===== config.mk =====
export PLATFORM = sky130hd
export DESIGN_NAME = csr_acc_ctrl
export DESIGN_NICKNAME = d
export VERILOG_FILES = /design/src/rtl/csr_acc_pkg.sv /design/src/rtl/csr_acc_decode.sv /design/src/rtl/csr_acc_policy.sv /design/src/rtl/csr_acc_datapath.sv /design/src/rtl/csr_acc_wb.sv /design/src/rtl/csr_acc_ctrl.sv
export SDC_FILE = /design/constraint.sdc
export NUM_CORES = 1
export LEC_CHECK = 0
export BUFFER_PORTS_ARGS = -buffer_cell sky130_fd_sc_hd__clkbuf_2
export CORE_MARGIN = 1
export CORE_UTILIZATION = 40
export DETAILED_ROUTE_END_ITERATION = 10
export GPL_ROUTABILITY_DRIVEN = 0
export HOLD_SLACK_MARGIN = 0.12
export PLACE_DENSITY = 0.78
export SETUP_SLACK_MARGIN = 0.15
export SYNTH_ARGS = -nofsm -noshare
export SYNTH_HDL_FRONTEND = slang
export SYNTH_SLANG_ARGS = --single-unit

===== constraint.sdc =====
create_clock -name clk -period 2.5 [get_ports clk]
set_input_delay 0 -clock clk [delete_from_list [all_inputs] [get_ports clk]]
set_output_delay 0 -clock clk [all_outputs]
set_load 0.02 [all_outputs]

===== src/rtl/csr_acc_pkg.sv =====
package csr_acc_pkg;

  localparam logic [6:0] SYS_OPCODE = 7'b1110011;
  localparam int unsigned ADDR_W = 12;
  localparam int unsigned REG_W  = 5;

  typedef enum logic [1:0] {
    CSR_OP_SWAP = 2'd0,
    CSR_OP_SET  = 2'd1,
    CSR_OP_CLR  = 2'd2,
    CSR_OP_NONE = 2'd3
  } csr_op_e;

  typedef struct packed {
    logic              opc_ok;
    csr_op_e           op;
    logic              use_imm;
    logic [ADDR_W-1:0] addr;
    logic [REG_W-1:0]  rd;
    logic [REG_W-1:0]  src;
  } csr_dec_t;

  function automatic csr_op_e op_of_funct3(input logic [2:0] f3);
    csr_op_e o;
    case (f3[1:0])
      2'b01:   o = CSR_OP_SWAP;
      2'b10:   o = CSR_OP_SET;
      2'b11:   o = CSR_OP_CLR;
      default: o = CSR_OP_NONE;
    endcase
    return o;
  endfunction

endpackage


===== src/rtl/csr_acc_decode.sv =====
module csr_acc_decode
  import csr_acc_pkg::*;
(
  input  logic [31:0] instr,
  output csr_dec_t    dec
);
  always_comb begin
    dec.opc_ok  = (instr[6:0] == SYS_OPCODE);
    dec.op      = op_of_funct3(instr[14:12]);
    dec.use_imm = instr[14];
    dec.addr    = instr[31:20];
    dec.rd      = instr[11:7];
    dec.src     = instr[19:15];
  end
endmodule


===== src/rtl/csr_acc_policy.sv =====
module csr_acc_policy
  import csr_acc_pkg::*;
#(
  parameter logic [1:0] RO_CODE = 2'b11
) (
  input  logic             valid,
  input  logic             opc_ok,
  input  csr_op_e          op,
  input  logic [REG_W-1:0] rd,
  input  logic [REG_W-1:0] src,
  input  logic [1:0]       addr_top,
  input  logic             present,
  output logic             rd_attempt,
  output logic             wr_attempt,
  output logic             ro_hit,
  output logic             fault,
  output logic             re,
  output logic             we,
  output logic             wb_now
);
  logic known;
  logic go;

  always_comb begin
    known = opc_ok && (op != CSR_OP_NONE);
    if (op == CSR_OP_SWAP) begin
      rd_attempt = (rd != '0);
      wr_attempt = 1'b1;
    end else begin
      rd_attempt = 1'b1;
      wr_attempt = (src != '0);
    end
    ro_hit = (addr_top == RO_CODE);
    fault  = valid && (!known || !present || (wr_attempt && ro_hit));
    go     = valid && !fault;
    re     = go && rd_attempt;
    we     = go && wr_attempt;
    wb_now = re && (rd != '0);
  end
endmodule


===== src/rtl/csr_acc_datapath.sv =====
module csr_acc_datapath
  import csr_acc_pkg::*;
#(
  parameter int unsigned XLEN = 32
) (
  input  csr_op_e          op,
  input  logic             use_imm,
  input  logic [REG_W-1:0] src,
  input  logic [XLEN-1:0]  rs1_val,
  input  logic [XLEN-1:0]  old_val,
  input  logic [XLEN-1:0]  wmask,
  output logic [XLEN-1:0]  operand,
  output logic [XLEN-1:0]  wdata
);
  localparam int unsigned PAD_W = XLEN - REG_W;

  function automatic logic [XLEN-1:0] raw_update(
    input csr_op_e op_i, input logic [XLEN-1:0] old_i, input logic [XLEN-1:0] opnd_i);
    logic [XLEN-1:0] r;
    case (op_i)
      CSR_OP_SWAP: r = opnd_i;
      CSR_OP_SET:  r = old_i | opnd_i;
      CSR_OP_CLR:  r = old_i & ~opnd_i;
      default:     r = old_i;
    endcase
    return r;
  endfunction

  logic [XLEN-1:0] imm_ext;
  logic [XLEN-1:0] raw;

  assign imm_ext = {{PAD_W{1'b0}}, src};

  always_comb begin
    if (use_imm)          operand = imm_ext;
    else if (src == '0)   operand = '0;
    else                  operand = rs1_val;
    raw = raw_update(op, old_val, operand);
  end

  for (genvar b = 0; b < XLEN; b++) begin : g_bit
    assign wdata[b] = wmask[b] ? raw[b] : old_val[b];
  end
endmodule


===== src/rtl/csr_acc_wb.sv =====
module csr_acc_wb
  import csr_acc_pkg::*;
#(
  parameter int unsigned XLEN = 32
) (
  input  logic             clk,
  input  logic             rst_n,
  input  logic             wb_now,
  input  logic             fault_now,
  input  logic [REG_W-1:0] rd_now,
  input  logic [XLEN-1:0]  old_now,
  output logic             rd_we,
  output logic [REG_W-1:0] rd_idx,
  output logic [XLEN-1:0]  rd_data,
  output logic             illegal
);
  always_ff @(posedge clk) begin
    if (!rst_n) begin
      rd_we   <= 1'b0;
      rd_idx  <= '0;
      rd_data <= '0;
      illegal <= 1'b0;
    end else begin
      rd_we   <= wb_now;
      illegal <= fault_now;
      if (wb_now) begin
        rd_idx  <= rd_now;
        rd_data <= old_now;
      end
    end
  end
endmodule


===== src/rtl/csr_acc_ctrl.sv =====
module csr_acc_ctrl
  import csr_acc_pkg::*;
#(
  parameter int unsigned XLEN    = 32,
  parameter logic [1:0]  RO_CODE = 2'b11
) (
  input  logic            clk,
  input  logic            rst_n,
  input  logic            instr_valid,
  input  logic [31:0]     instr,
  input  logic [XLEN-1:0] rs1_val,
  output logic [11:0]     csr_addr,
  output logic            csr_re,
  output logic            csr_we,
  output logic [XLEN-1:0] csr_wdata,
  input  logic [XLEN-1:0] csr_rdata,
  input  logic            csr_present,
  input  logic [XLEN-1:0] csr_wmask,
  output logic            rd_we,
  output logic [4:0]      rd_idx,
  output logic [XLEN-1:0] rd_data,
  output logic            illegal
);
  csr_dec_t        dec;
  logic            rd_attempt;
  logic            wr_attempt;
  logic            ro_hit;
  logic            fault_now;
  logic            wb_now;
  logic [XLEN-1:0] operand;

  csr_acc_decode u_decode (
    .instr (instr),
    .dec   (dec)
  );

  csr_acc_policy #(.RO_CODE(RO_CODE)) u_policy (
    .valid      (instr_valid),
    .opc_ok     (dec.opc_ok),
    .op         (dec.op),
    .rd         (dec.rd),
    .src        (dec.src),
    .addr_top   (dec.addr[11:10]),
    .present    (csr_present),
    .rd_attempt (rd_attempt),
    .wr_attempt (wr_attempt),
    .ro_hit     (ro_hit),
    .fault      (fault_now),
    .re         (csr_re),
    .we         (csr_we),
    .wb_now     (wb_now)
  );

  csr_acc_datapath #(.XLEN(XLEN)) u_data (
    .op      (dec.op),
    .use_imm (dec.use_imm),
    .src     (dec.src),
    .rs1_val (rs1_val),
    .old_val (csr_rdata),
    .wmask   (csr_wmask),
    .operand (operand),
    .wdata   (csr_wdata)
  );

  csr_acc_wb #(.XLEN(XLEN)) u_wb (
    .clk       (clk),
    .rst_n     (rst_n),
    .wb_now    (wb_now),
    .fault_now (fault_now),
    .rd_now    (dec.rd),
    .old_now   (csr_rdata),
    .rd_we     (rd_we),
    .rd_idx    (rd_idx),
    .rd_data   (rd_data),
    .illegal   (illegal)
  );

  assign csr_addr = dec.addr;
endmodule


# ---- Yosys cells after proc, flatten, opt, wreduce, memory -nomap -nowiden
# Index checks and enable logic that the tools add are counted.
# Widths: inputs -> output; s select.
dict set report word_totals {
  register_bits 39
  inputBits 132
  out_inout_bits 85
  wordCells 69
}
dict set report classes {
  n_eq_ne 8
  mux 38
  bitwise_logic 3
  n_reduce_logical 16
}
# cell n
set op_table {}
lappend op_table {{$pmux 32 s3} 1}
lappend op_table {{$mux 32} 2}
lappend op_table {{$mux 1} 34}
lappend op_table {{$and 32x32->32} 1}
lappend op_table {{$not 32->32} 1}
lappend op_table {{$or 32x32->32} 1}
lappend op_table {{$reduce_bool 5->1} 2}
lappend op_table {{$eq 2x2->1 const B} 4}
lappend op_table {{$eq 7x7->1 const B} 1}
lappend op_table {{$logic_and 1x1->1} 7}
lappend op_table {{$pmux 2 s3} 1}
lappend op_table {{$logic_not 5->1} 1}
lappend op_table {{$eq 2x1->1 const B} 2}
lappend op_table {{$logic_not 1->1} 3}
lappend op_table {{$logic_not 2->1} 1}
lappend op_table {{$logic_or 1x1->1} 2}
lappend op_table {{$ne 2x2->1 const B} 1}

# ---- Longest topological paths before layout
# Gate-level depths: netlist (run 1).
dict set report depth {
  word_depth 12
  mapped_depth 7
  depth_no_buf 4
}

# ---- Hierarchy
# From an unflattened synthesis (run 1), not the netlist that was laid out.
dict set report unflattened {
  cells_unflattened 425
  hier_area_um2 3463.3
}
# mod instances cells_each area_each_um2 seq_area_each_um2
set by_module_without_submodules {}
lappend by_module_without_submodules {csr_acc_datapath 1 255 1671.6 0.0}
lappend by_module_without_submodules {csr_acc_wb 1 123 1460.2 780.7}
lappend by_module_without_submodules {csr_acc_decode 1 32 237.7 0.0}
lappend by_module_without_submodules {csr_acc_policy 1 15 93.8 0.0}

# ---- Worst setup path before layout (run 1)
# No wires, ideal clock.
dict set report synth_timing {
  path_kind {in2reg}
  from {input port instr[19]}
  to {register u_wb.rd_data[0]}
  arrival_ns 1.544
  slack_ns 0.885
  cell_stages 6
  path_buffers 2
  path_cell_list {or4_4 o311ai_4 nor3b_2 buf_6 buf_8 mux2i_1}
}
dict set report synth_via {
  elab_chain_cells 9
}
# item line
set synth_lines {}
lappend synth_lines {{from (decl)} csr_acc_ctrl.sv:10} ;# input logic [31:0] instr,
lappend synth_lines {{$reduce_bool 5->1} csr_acc_policy.sv:31} ;# wr_attempt = (src != '0);
lappend synth_lines {{$mux 1} csr_acc_policy.sv:26} ;# if (op == CSR_OP_SWAP) begin
lappend synth_lines {{$logic_and 1x1->1} csr_acc_policy.sv:34} ;# fault = valid && (!known || !present || (wr_attempt && ro_hit));
lappend synth_lines {{$logic_or 1x1->1} csr_acc_policy.sv:34}
lappend synth_lines {{$logic_and 1x1->1} csr_acc_policy.sv:34}
lappend synth_lines {{$logic_not 1->1} csr_acc_policy.sv:35} ;# go = valid && !fault;
lappend synth_lines {{$logic_and 1x1->1} csr_acc_policy.sv:35}
lappend synth_lines {{$logic_and 1x1->1} csr_acc_policy.sv:36} ;# re = go && rd_attempt;
lappend synth_lines {{$logic_and 1x1->1} csr_acc_policy.sv:38} ;# wb_now = re && (rd != '0);
lappend synth_lines {{to (signal assigned)} csr_acc_wb.sv:28} ;# rd_data <= old_now;
lappend synth_lines {{to (decl)} csr_acc_wb.sv:14} ;# output logic [XLEN-1:0] rd_data,
# No other way between the ends.
# A chain may end at the register's enable or synchronous reset.

# ---- Worst setup path after layout (run 1)
dict set report layout_timing {
  from {input port instr[14]}
  to {output port csr_wdata[3]}
}
dict set report layout_via {
  elab_chain_cells 5
}
# item line
set layout_lines {}
lappend layout_lines {{$mux 32 *} csr_acc_datapath.sv:35} ;# if (use_imm) operand = imm_ext;
lappend layout_lines {{$not 32->32} csr_acc_datapath.sv:23} ;# CSR_OP_CLR: r = old_i & ~opnd_i;
lappend layout_lines {{$and 32x32->32} csr_acc_datapath.sv:23}
lappend layout_lines {{$pmux 32 s3 *} csr_acc_datapath.sv:20} ;# case (op_i)
lappend layout_lines {{$mux 1 *} csr_acc_datapath.sv:42} ;# assign wdata[b] = wmask[b] ? raw[b] : old_val[b];
lappend layout_lines {{to (decl)} csr_acc_ctrl.sv:15} ;# output logic [XLEN-1:0] csr_wdata,
# Mark *: on every way between the ends. The rest lies on a longest branch, timed or not.

==> results.sh, run 1 <==
export IMPL_cts_buffer_depth=2
export IMPL_slew_limit_headroom_pct=27.0
export IMPL_worst_path_buf_inv=2
export IMPL_p_clk_share_pct=30.8
export IMPL_cp_cell_sequence="clkbuf_2 -> a21oi_1 -> a21oi_1 -> nor3_1 -> clkbuf_2"
export IMPL_synth_common_cells="108 x nand2_1, 56 x a211oi_1, 39 x dfxtp_1, 36 x mux2i_1, 34 x a21oi_1"
export IMPL_syn_avg_cell_area_um2=7.04
export IMPL_synth_compound_area_share_pct=27.6
export IMPL_post_cts_buffers=0
export IMPL_p_sw_share_pct=31.5
export IMPL_cp_required_ns=2.50
export IMPL_cts_resized=0
export IMPL_synth_nets=580
export IMPL_nNetsFinal=792
export IMPL_syn_area_mm2=0.00315
export IMPL_setup_viol=0
export IMPL_start_util_pct=41.0
export IMPL_hold_viol=0
export IMPL_hp_class="in2reg"
export IMPL_max_freq_ghz=0.554
export IMPL_drive_above_1_share_pct=32.8
export IMPL_cts_root_buf="clkbuf_8"
export IMPL_hpwl_um=7610
export IMPL_h_tree_depth=2
export IMPL_synth_cell_types=33
export IMPL_seq_area_frac_synth_pct=24.8
export IMPL_grt_max_degree=45
export IMPL_die_x_um=90.8
export IMPL_drtIter0Drc=136
export IMPL_numCtsBuffers=5
export IMPL_power_density_mw_per_mm2=369
export IMPL_worstHoldStart="instr[30]"
export IMPL_endpoint_kind="primary output"
export IMPL_die_area_mm2=0.00824
export IMPL_p_switching_uw=545
export IMPL_grt_pass1_wl_um=17800
export IMPL_cp_slowest_cell="a21oi_1"
export IMPL_reg2reg_from="u_wb.rd_data[9]"
export IMPL_critical_path_startpoint="instr[14]"
export IMPL_internal_power_uw=1190
export IMPL_coreArea_mm2=0.00769
export IMPL_wl_um=11200
export IMPL_cpPeakStageDelay_ns=0.65
export IMPL_yosys_area_top_type="dfxtp_1"
export IMPL_wl_per_cell_um=14.7
export IMPL_grt_pass1_vias=3953
export IMPL_ys_warnings_count=0
export IMPL_io_pins=217
export IMPL_tns_ns=0
export IMPL_synth_top_family_by_area="compound AO/OA/AOI/OAI gates"
export IMPL_drc=0
export IMPL_drv_slew=0
export IMPL_synthCells=448
export IMPL_critPathMaxFanout=38
export IMPL_ir_drop_mv=0.219
export IMPL_synthSimpleGateAreaFrac_pct=24.5
export IMPL_worst_slew_pin_transition_ns=1.09
export IMPL_hold_ws_ns=0.185
export IMPL_seqPwrFrac_pct=35.9
export IMPL_cts_sinks=39
export IMPL_std_cell_rows=32
export IMPL_crit_family="compound AO/OA/AOI/OAI gates"
export IMPL_finalCritPeriodShare_pct=72.2
export IMPL_worst_setup_path_start_kind="input port"
export IMPL_status="finished clean"
export IMPL_yosys_mux_area_fraction_pct=11.4
export IMPL_leakagePower_uw=0.00229
export IMPL_yosys_area_top_type_share_pct=24.8
export IMPL_arrival_ns=1.81
export IMPL_rsz0062_at_grt="no"
export IMPL_post_synth_top_count_cell="nand2_1"
export IMPL_antenna_found_initial=0
export IMPL_postCtsHoldBufs=49
export IMPL_yosys_register_bits=39
export IMPL_insertion_delay_ns=0.28
export IMPL_num_vias=4175
export IMPL_ys_async_sr_fraction_pct=0
export IMPL_portBuffers=196
export IMPL_first_pass_iters=4
export IMPL_grtUsageTotal_pct=26.1
export IMPL_synth_edff_count=0
export IMPL_syn_to_final_growth_pct=49.1
export IMPL_synth_xor_area_share_pct=0
export IMPL_cts_tree="built"
export IMPL_synth_flop_cell="dfxtp_1"
export IMPL_crit_type="in2out"
export IMPL_diodes=0
export IMPL_grt_overflow_total=0
export IMPL_viasPerCell=5.47
export IMPL_clock_skew_ns=0
export IMPL_synth_area_leaders="dfxtp_1 25%, a211oi_1 13%, nand2_1 13%"
export IMPL_ant_nets=0
export IMPL_maxCapViolCount=0
export IMPL_synthAdderAreaFrac_pct=0
export IMPL_clk_pin_slew_ns=0.07
export IMPL_period_needed_ns=1.81
export IMPL_p_comb_share_pct=33.3
export IMPL_dieHeight_um=90.8
-- sequential cells by signal (all words and copies together), names as in the netlist --
register	flops
u_wb.rd_idx	5
u_wb.rd_we	1
u_wb.rd_data	32
u_wb.illegal	1
-- power by group through the flow --
stage | Combinational (uW) | Clock, uW | Sequential (uW)
6_report | 577 | 533 | 623
4_1_cts | 567 | 549 | 622
5_1_grt | 622 | 584 | 623
3_5_place_dp | 493 | 0 | 637
2_1_floorplan | 298 | 0 | 639
3_3_place_gp | 479 | 0 | 637
-- through the flow --
stage / cell area, um^2 / cells / setup WS [ns] / util [%] / total power [uW]
after detailed placement: 4090 / 706 / 0.632 / 53.2 / 1130
after CTS: 4700 / 763 / 0.739 / 61.1 / 1740
after global routing: 4700 / 763 / 0.581 / 61.1 / 1830
after global placement: 4090 / 706 / 0.709 / 53.2 / 1120
after floorplan: 3150 / 448 / 0.885 / - / 937
final: 4700 / 763 / 0.694 / 61.1 / 1730
-- logic make-up (layout without fill, tap and decap cells) --
group,Yosys count,after routing
AO/OA/AOI/OAI,130,130
AND/OR/NAND/NOR,167,167
multiplexers,36,36
flip-flops,39,39
buffers and inverters,76,289
-- area by class of cell --
type	instances	area, um^2
multi-input cells	333	2020
repair buffers	252	1550
inverters	29	109
fillers	686	2990
clock inverters	2	35.0
flip-flops and latches	39	781
well taps	102	128
clock buffers	6	82.6
-- layout by cell type (no fill, tap or decap), drive strengths merged, types with 5 or more instances in the layout --
cell	Yosys	layout
nor3	5	5
a21oi	34	34
buf	18	7
nand2	108	108
and3	31	31
mux2i	36	36
o22ai	29	29
clkbuf	29	202
nand2b	5	5
dlygate4sd3	0	49
inv	28	28
dfxtp	39	39
a211oi	56	56
-- metal layers --
| metal | vias up | share of wire, % | GRT usage (%) |
|---|---|---|---|
| met4 | 0 | 2.0 | 10.1 |
| met1 | 1914 | 41 | 29.5 |
| met3 | 26 | 6.3 | 5.22 |
| met5 | - | 0 | 0 |
| li1 | 2034 | - | - |
| met2 | 201 | 51 | 47.9 |
-- worst register-to-register path, stage by stage, from the launching register on --
cell and delay [ns]:
dfxtp_1 0.35, nand2_1 0.05, mux2i_1 0.16
-- path summary, 6_finish.rpt --
path | cells past startpoint | slack [ns] | endpoint
setup / recovery | 5 | 0.69 | csr_wdata[3]
hold / removal | 4 | 0.19 | u_wb.rd_idx[1]
hold reg to reg | 2 | 0.46 | u_wb.rd_data[31]
setup reg to reg | 2 | 1.86 | u_wb.rd_data[9]
(Power assumes the default switching activity.)
==> inputs of run 2 (changes only) <==
- clock period: 2.5 -> 1.78 ns (I/O delays scaled with it)
==> results.sh, run 2 (synthesis results as in run 1) <==
export IMPL_status="finished clean"
export IMPL_antenna_found_initial=0
export IMPL_clk_pin_slew_ns=0.08
export IMPL_largest_register_ff_count=32
export IMPL_p_comb_share_pct=36.5
export IMPL_worst_slew_pin_transition_ns=0.591
export IMPL_start_util_pct=41.0
export IMPL_multi_input_area_mm2=0.00202
export IMPL_top_regs="u_wb.rd_data: 32 flops, u_wb.rd_idx: 5 flops"
export IMPL_viasPerCell=5.52
export IMPL_slew_limit_headroom_pct=60.6
export IMPL_grt_pass1_vias=3925
export IMPL_gr_usage_met2_pct=48.6
export IMPL_p_clk_share_pct=25.0
export IMPL_ant_nets=0
export IMPL_die_area_mm2=0.00824
export IMPL_maxCapViolCount=0
export IMPL_drv_slew=0
export IMPL_largest_register="u_wb.rd_data"
export IMPL_grtUsageTotal_pct=26.0
export IMPL_regArea_um2=781
export IMPL_insertion_delay_ns=0.29
export IMPL_tns_ns=0
export IMPL_hold_viol=0
export IMPL_p_sw_share_pct=33.6
export IMPL_mostFrequentLayoutCells="196 x clkbuf_2, 107 x nand2_1, 56 x a211oi_1"
export IMPL_internal_power_uw=1510
export IMPL_endpoint_kind="primary output"
export IMPL_grt_overflow_total=0
export IMPL_p_switching_uw=764
export IMPL_drive_above_1_share_pct=34.0
export IMPL_drtIter0Drc=165
export IMPL_arrival_ns=1.58
export IMPL_drc=0
export IMPL_cts_buffer_depth=2
export IMPL_hpwl_um=8020
export IMPL_max_freq_ghz=0.632
export IMPL_io_pins=217
export IMPL_nNetsFinal=801
export IMPL_std_cell_rows=32
export IMPL_power_density_mw_per_mm2=476
export IMPL_h_tree_depth=2
export IMPL_grt_pass1_wl_um=17700
export IMPL_cts_sinks=39
export IMPL_nFillCells=738
export IMPL_setup_viol=0
export IMPL_dieHeight_um=90.8
export IMPL_diodes=0
export IMPL_worst_setup_path_start_kind="input port"
export IMPL_layout_commonest_cell="clkbuf_2"
export IMPL_finalCritPeriodShare_pct=88.9
export IMPL_grt_busiest_layer="met2"
export IMPL_final_area_mm2=0.00477
export IMPL_cp_required_ns=1.78
export IMPL_wl_um=11300
export IMPL_placed_cell_area_mm2=0.00421
export IMPL_met1_usage_pct=29.0
export IMPL_seqPwrFrac_pct=38.5
export IMPL_leakagePower_uw=0.00233
export IMPL_syn_to_final_growth_pct=51.4
export IMPL_stdcell_count=772
export IMPL_period_needed_ns=1.58
export IMPL_critPathMaxFanout=30
export IMPL_coreArea_mm2=0.00769
export IMPL_crit_type="in2out"
export IMPL_rsz0062_at_grt="yes"
export IMPL_cts_root_buf="clkbuf_8"
export IMPL_die_x_um=90.8
export IMPL_clock_skew_ns=0
export IMPL_grt_max_degree=77
export IMPL_numCtsBuffers=5
export IMPL_use_met3_pct=4.88
export IMPL_wl_per_cell_um=14.7
export IMPL_hp_class="in2reg"
export IMPL_cts_tree="built"
export IMPL_placed_cells=716
export IMPL_num_vias=4263
export IMPL_ir_drop_mv=0.286
export IMPL_portBuffers=196
export IMPL_first_pass_iters=5
run 2: cell types whose count changed in the layout (fill, tap and decap cells not counted), sizes merged:
cell	change
buf	+10
bufinv	-1
clkbuf	+1
dlygate4sd3	-1
run 2: metal layers:
layer | vias to the layer above | share of wire (%) | wire [um]
li1 | 2051 | - | -
met1 | 1955 | 40 | 4480
met4 | 0 | 2.4 | 270
met2 | 229 | 51 | 5740
met5 | - | 0 | 0
met3 | 28 | 7.4 | 834
run 2: power groups by stage:
stage / Clock [uW] / Sequential, uW / Combinational (uW)
5_1_grt: 619 / 874 / 895
3_5_place_dp: 0 / 895 / 714
2_1_floorplan: 0 / 897 / 419
6_report: 567 / 875 / 830
3_3_place_gp: 0 / 895 / 698
4_1_cts: 586 / 875 / 818
run 2: path summary, 6_finish.rpt:
kind | cells past startpoint | endpoint | slack [ns] | start
hold reg to reg | 2 | u_wb.rd_data[24] | 0.46 | u_wb.rd_data[24]
setup / recovery | 8 | csr_wdata[2] | 0.20 | instr[15]
setup reg to reg | 2 | u_wb.rd_idx[3] | 1.12 | u_wb.rd_idx[3]
hold / removal | 3 | u_wb.illegal | 0.08 | instr[3]
run 2: metrics by stage:
stage          hold slack (ns)  power [uW]  utilization [%]  setup WS, ns
2_1_floorplan            0.113        1320                -         0.165
3_3_place_gp          0.000137        1590             54.7        0.0432
3_5_place_dp          0.000137        1610             54.7       -0.0511
4_1_cts                  0.213        2280             62.1         0.188
5_1_grt                  0.186        2390             62.1         0.108
6_report                0.0766        2270             62.1         0.197
run 2: layout make-up:
class,count,share of cell area (%)
Clock buffer,7,1.60
Tap cell,102,2.67
Timing Repair Buffer,261,34.6
Inverter,29,2.28
Sequential cell,39,16.4
Multi-Input combinational cell,333,42.4
Clock inverter,1,0.105
run 2: what timing repair did:
item	in CTS	in global routing
hold buffers	49	0
endpoints found under the setup margin	0	33
resized for setup	0	3
setup buffers	0	0
hold endpoints to repair	48	0
run 2: critical path, stage by stage:
cell      delay, ns
clkbuf_2       0.12
buf_4          0.12
nor2_2         0.04
buf_12         0.17
a21oi_1        0.48
a221oi_1       0.16
a211oi_1       0.26
clkbuf_2       0.21
